## config.mk

```make
export PLATFORM = sky130hd
export DESIGN_NAME = burst_addr_seq
export DESIGN_NICKNAME = d
export VERILOG_FILES = /design/src/rtl/burst_addr_seq.sv
export SDC_FILE = /design/constraint.sdc
export NUM_CORES = 1
export LEC_CHECK = 0
export BUFFER_PORTS_ARGS = -buffer_cell sky130_fd_sc_hd__buf_2
export CAP_MARGIN = 25
export CORE_MARGIN = 4
export CORE_UTILIZATION = 40
export CTS_BUF_LIST = sky130_fd_sc_hd__clkbuf_8 sky130_fd_sc_hd__clkbuf_16
export DETAILED_ROUTE_END_ITERATION = 16
export GPL_ROUTABILITY_DRIVEN = 0
export PLACE_DENSITY = 0.81
export SYNTH_ARGS = -nofsm -noshare
export SYNTH_HDL_FRONTEND = slang
export SYNTH_SLANG_ARGS = --single-unit
```

## constraint.sdc

```tcl
create_clock -name clk -period 1.33 [get_ports clk]
set_input_delay 0.133 -clock clk [delete_from_list [all_inputs] [get_ports clk]]
set_output_delay 0.133 -clock clk [all_outputs]
set_load 0.01 [all_outputs]
```

## src/rtl/burst_addr_seq.sv

```systemverilog
module burst_addr_seq #(
  parameter int AW          = 20,
  parameter bit ORDER_FIXED = 1'b0
) (
  input  logic          clk,
  input  logic          rst_n,
  input  logic          proc_strb_n,
  input  logic          ctrl_strb_n,
  input  logic          step_n,
  input  logic [2:0]    en_n,
  input  logic          order_il,
  input  logic [AW-1:0] ext_addr,
  output logic [AW-1:0] cur_addr,
  output logic          busy
);
  logic [AW-1:0] base;
  logic [1:0]    beat;
  logic          il_q;

  wire proc_take = ~proc_strb_n & ~en_n[0];
  wire ctrl_take = ~proc_take & ~ctrl_strb_n;
  wire start     = proc_take | ctrl_take;
  wire sel_ok    = ~en_n[1] & ~en_n[2];
  wire advance   = busy & proc_strb_n & ctrl_strb_n & ~step_n;

  always_ff @(posedge clk) begin
    if (!rst_n) begin
      base <= '0;
      beat <= 2'd0;
      il_q <= 1'b1;
      busy <= 1'b0;
    end else if (start) begin
      busy <= sel_ok;
      if (sel_ok) begin
        base <= ext_addr;
        beat <= 2'd0;
        il_q <= ORDER_FIXED | order_il;
      end
    end else if (advance) begin
      beat <= beat + 2'd1;
    end
  end

  wire [1:0] low = il_q ? (base[1:0] ^ beat) : (base[1:0] + beat);
  assign cur_addr = {base[AW-1:2], low};
endmodule


```

# Yosys cells after proc, flatten, opt, wreduce, memory -nomap -nowiden
# Cells that the tools add are included.
[op_classes] add_sub_neg=2 n_eq_ne=1 n_mux=4 bitwise=15 reduce_logical=3
[op_table] operator="$mux W2" count=4
[op_table] operator="$not A1 Y1" count=7
[op_table] operator="$and A1 B1 Y1" count=6
[op_table] operator="$reduce_and A2 Y1" count=2
[op_table] operator="$add A2 B1 Y2 const B" count=1
[op_table] operator="$add A2 B2 Y2" count=1
[op_table] operator="$ne A2 B1 Y1 const B" count=1
[op_table] operator="$reduce_bool A2 Y1" count=1
[op_table] operator="$xor A2 B2 Y2" count=1
[op_table] operator="$or A1 B1 Y1" count=1
[totals] register_bits=24 input_bits=29 out_inout_bits=21 wordCells=29

# Logic depth before layout (Yosys ltp)
[depth] word_depth=7 depth_mapped=4 mapped_depth_nobuf=3

# Least setup slack after synthesis
# OpenSTA, ideal clock, no wires.
[synth_timing] kind="register -> register" from="reg busy" to="reg beat[1]" setup_time_ns=0.079 arrival_ns=1.086 required_ns=1.251 slack_ns=0.165 stages_incl_launch_ff=4 cell_sequence="dfxtp_1 > nand4b_1 > or4b_1 > o211ai_1"
[synth_via] elab_chain_cells=5
[synth_rtl] item="from (decl)" line="14" rtl="output logic busy"
[synth_rtl] item="from (signal assigned)" line="33" rtl="busy <= sel_ok;"
[synth_rtl] item="$and A1 B1 Y1 (3 in series)" line="24" rtl="wire advance = busy & proc_strb_n & ctrl_strb_n & ~step_n;"
[synth_rtl] item="$reduce_bool A2 Y1 (no line)"
[synth_rtl] item="$reduce_and A2 Y1 (no line)"
[synth_rtl] item="to (signal assigned)" line="40" rtl="beat <= beat + 2'd1;"
[synth_rtl] item="to (decl)" line="17" rtl="logic [1:0] beat;"
# No other way between the ends.
# A chain may end at the register's enable or synchronous reset.

# Worst setup path after layout
[layout_timing] from="reg base[0]" to="out cur_addr[1]"
[layout_via] elab_chain_cells=2
[layout_rtl] item="from (decl)" line="16" rtl="logic [AW-1:0] base;"
[layout_rtl] item="from (signal assigned)" line="35" rtl="base <= ext_addr;"
[layout_rtl] item="$add A2 B2 Y2" line="44" rtl="wire [1:0] low = il_q ? (base[1:0] ^ beat) : (base[1:0] + beat);"
[layout_rtl] item="$mux W2" line="44"
[layout_rtl] item="to (decl)" line="13" rtl="output logic [AW-1:0] cur_addr,"
# No other way between the ends.

==> reports/metrics.cfg <==
[setup_path]
cp_max_fo=2
critPathTopFamily=flip-flops
critPathBufInv=1
cp-end-kind=output port
worstPathRequired_ns=1.20
critPathMaxStageDelay_ns=0.34
cp_data_arrival_time_ns=1.12
cp-start-kind=flip-flop
cp_slowest_cell=dfxtp_2
crit_type=reg -> out
crit_chain=ha_4, nor2b_4, xnor2_2, buf_2

[synthesis]
synth-seq-cells=24
yosysWarnings=0
synth_area_leaders=dfxtp_1 41%, mux2i_1 18%, nand2_1 13%
syn_inst=129
ys_types=21
synth_top_area_cell=dfxtp_1
syn_area_mm2=0.00117
synth_top_area_share_pct=41.1
seq_area_frac_synth_pct=41.1
syn_nets=159
syn-mean-instance-area_um2=9.06

[routing]
routed_wl_um=2090
antenna_left=0
drc=0
wire_per_inst_um=10.8
dr_wl_met3_um=163
top_layer=met4
routed_via_density=4.54
drtIter0Drc=21
first_pass_iters=4
met1Wirelength_um=871
wl_met2_um=1030
vias=877

[clock_tree]
clk_latency_ns=0.26
numCtsBuffers=3
cts.sink_count=24
htree_num_levels=1
cts_tree=done
cts_root_buf=clkbuf_8
clkTransAtPathRegs_ns=0.08
clockBufferDepth=2

[die]
fp.dieH_um=62.1
num_rows=19
fp.dieW_um=62.1
coreArea_mm2=0.00278
initial_core_util_pct=42.0
ios=50
die-area_mm2=0.00385

[timing]
skew_ns=0.000156
finalSetupViolCount=0
grt_setup_unrepaired=no
slew_violations=0
timing.fmax_mhz=800
tns_ns=0
period_share_pct=94.0
min_period_ns=1.25
hold_viol_final=0
timing.hold.ws_ns=0.110
slew_headroom_pct=83.5
max_slew.worst_pin.slew_ns=0.246

[power_and_ir_drop]
ir_drop_mv=0.578
finalPower_mw=1.36
powerDensity_mw_per_mm2=979
p_leak_nw=0.649

[cells_and_area]
finish.utilization_pct=49.8
ff_latch_area_um2=484
drive_gt1_share_pct=40.7
diodes=0
areaGrowthSynthToFinish_pct=18.6
final_nets=194
num-fill-cells=261
multi_input_area_um2=528
final_cell_area_mm2=0.00139

[grt]
grt_max_degree=24
gr-total-overflow=0
track_usage_pct=11.8
grt_pass1_wl_um=3300
grt_pass1_vias=736
antenna_found_initial=0

[run]
maxCapViolCount=0

[placement]
dp_hpwl_um=1630
placement.io_buffers=49
placed_area_mm2=0.00130

[hold_path]
worstHoldPathType=in -> reg

[run_status]
status=complete, no violations

final timing paths:
check                                          start                    end  slack (ns)  cells past startpoint
worst min register to register  base[9]$_SDFFE_PN0P_   base[9]$_SDFFE_PN0P_        0.46                      2
worst max register to register     busy$_SDFFE_PN0P_   beat[1]$_SDFFE_PN0P_        0.13                      3
worst max-delay path            base[0]$_SDFFE_PN0P_            cur_addr[1]        0.08                      4
worst min-delay path                    ext_addr[13]  base[13]$_SDFFE_PN0P_        0.11                      3
sequential cells by signal (all words and copies together) (netlist names):
signal / cells
base: 20
beat: 2
busy: 1
il_q: 1
synthesized netlist by cell type (all sizes together):
cell type,instances
nand2,40
dfxtp,24
buf,21
mux2i,21
clkbuf,4
nand3,2
nand4b,2
nor2,2
o21a,2
xnor2,2
and2,1
ha,1
inv,1
nand2b,1
nor2b,1
nor3,1
o211ai,1
o22ai,1
or4b,1
power breakdown:
| group | switching [mW] | internal (mW) |
|---|---|---|
| Combinational | 0.0938 | 0.0936 |
| Sequential | 0.0149 | 0.747 |
| Clock | 0.206 | 0.202 |
per-layer routing:
metal | track usage, % | up-vias
met4 | 6.36 | 0
met1 | 14.5 | 383
li1 | - | 464
met5 | 0 | -
met2 | 18.3 | 26
met3 | 3.93 | 4
final cells by class:
type	count	share of cell area, %
Tap cell	31	2.80
Sequential cell	24	34.9
Multi-Input combinational cell	79	38.1
Clock buffer	3	2.98
Timing Repair Buffer	55	20.9
Inverter	1	0.271
worst register-to-register path: cells and delay by family (launching register included):
kind / cells / cell delay [ns]
compound gates: 1 / 0.10
simple gates: 2 / 0.66
flops: 1 / 0.35
per-stage QoR:
stage | setup WS [ns] | instances
after floorplan | 0.165 | 129
after global placement | 0.201 | 188
after detailed placement | 0.145 | 188
after CTS | 0.0221 | 192
after global routing | 0.00798 | 193
final | 0.0799 | 193
logic make-up after synthesis:
family	after synthesis	share of synthesized area [%]
XOR/XNOR	2	1.50
flip-flops	24	41.1
adder cells (fa/ha/maj)	1	1.07
multiplexers	21	18.0
AO/OA/AOI/OAI	4	2.46
buffers and inverters	26	16.1
AND/OR/NAND/NOR	51	19.8
what timing repair did:
| action | CTS | global route |
|---|---|---|
| pin swaps | 1 | 1 |
| resized for setup | 5 | 3 |
| endpoints found under the setup margin | 1 | 1 |
| buffers inserted | 1 | 1 |
| hold buffers | 0 | 0 |
cell usage in the layout (no fill, tap or decap), types with 2 or more instances in the layout:
cell      instances
buf_4             6
nor2_1            2
mux2i_1          21
nand3_1           2
dfxtp_2           3
nand2_1          40
nand4b_1          2
buf_2            49
dfxtp_1          21
clkbuf_8          3
o21a_1            2
No activity file was read; power rests on OpenSTA's default activity.
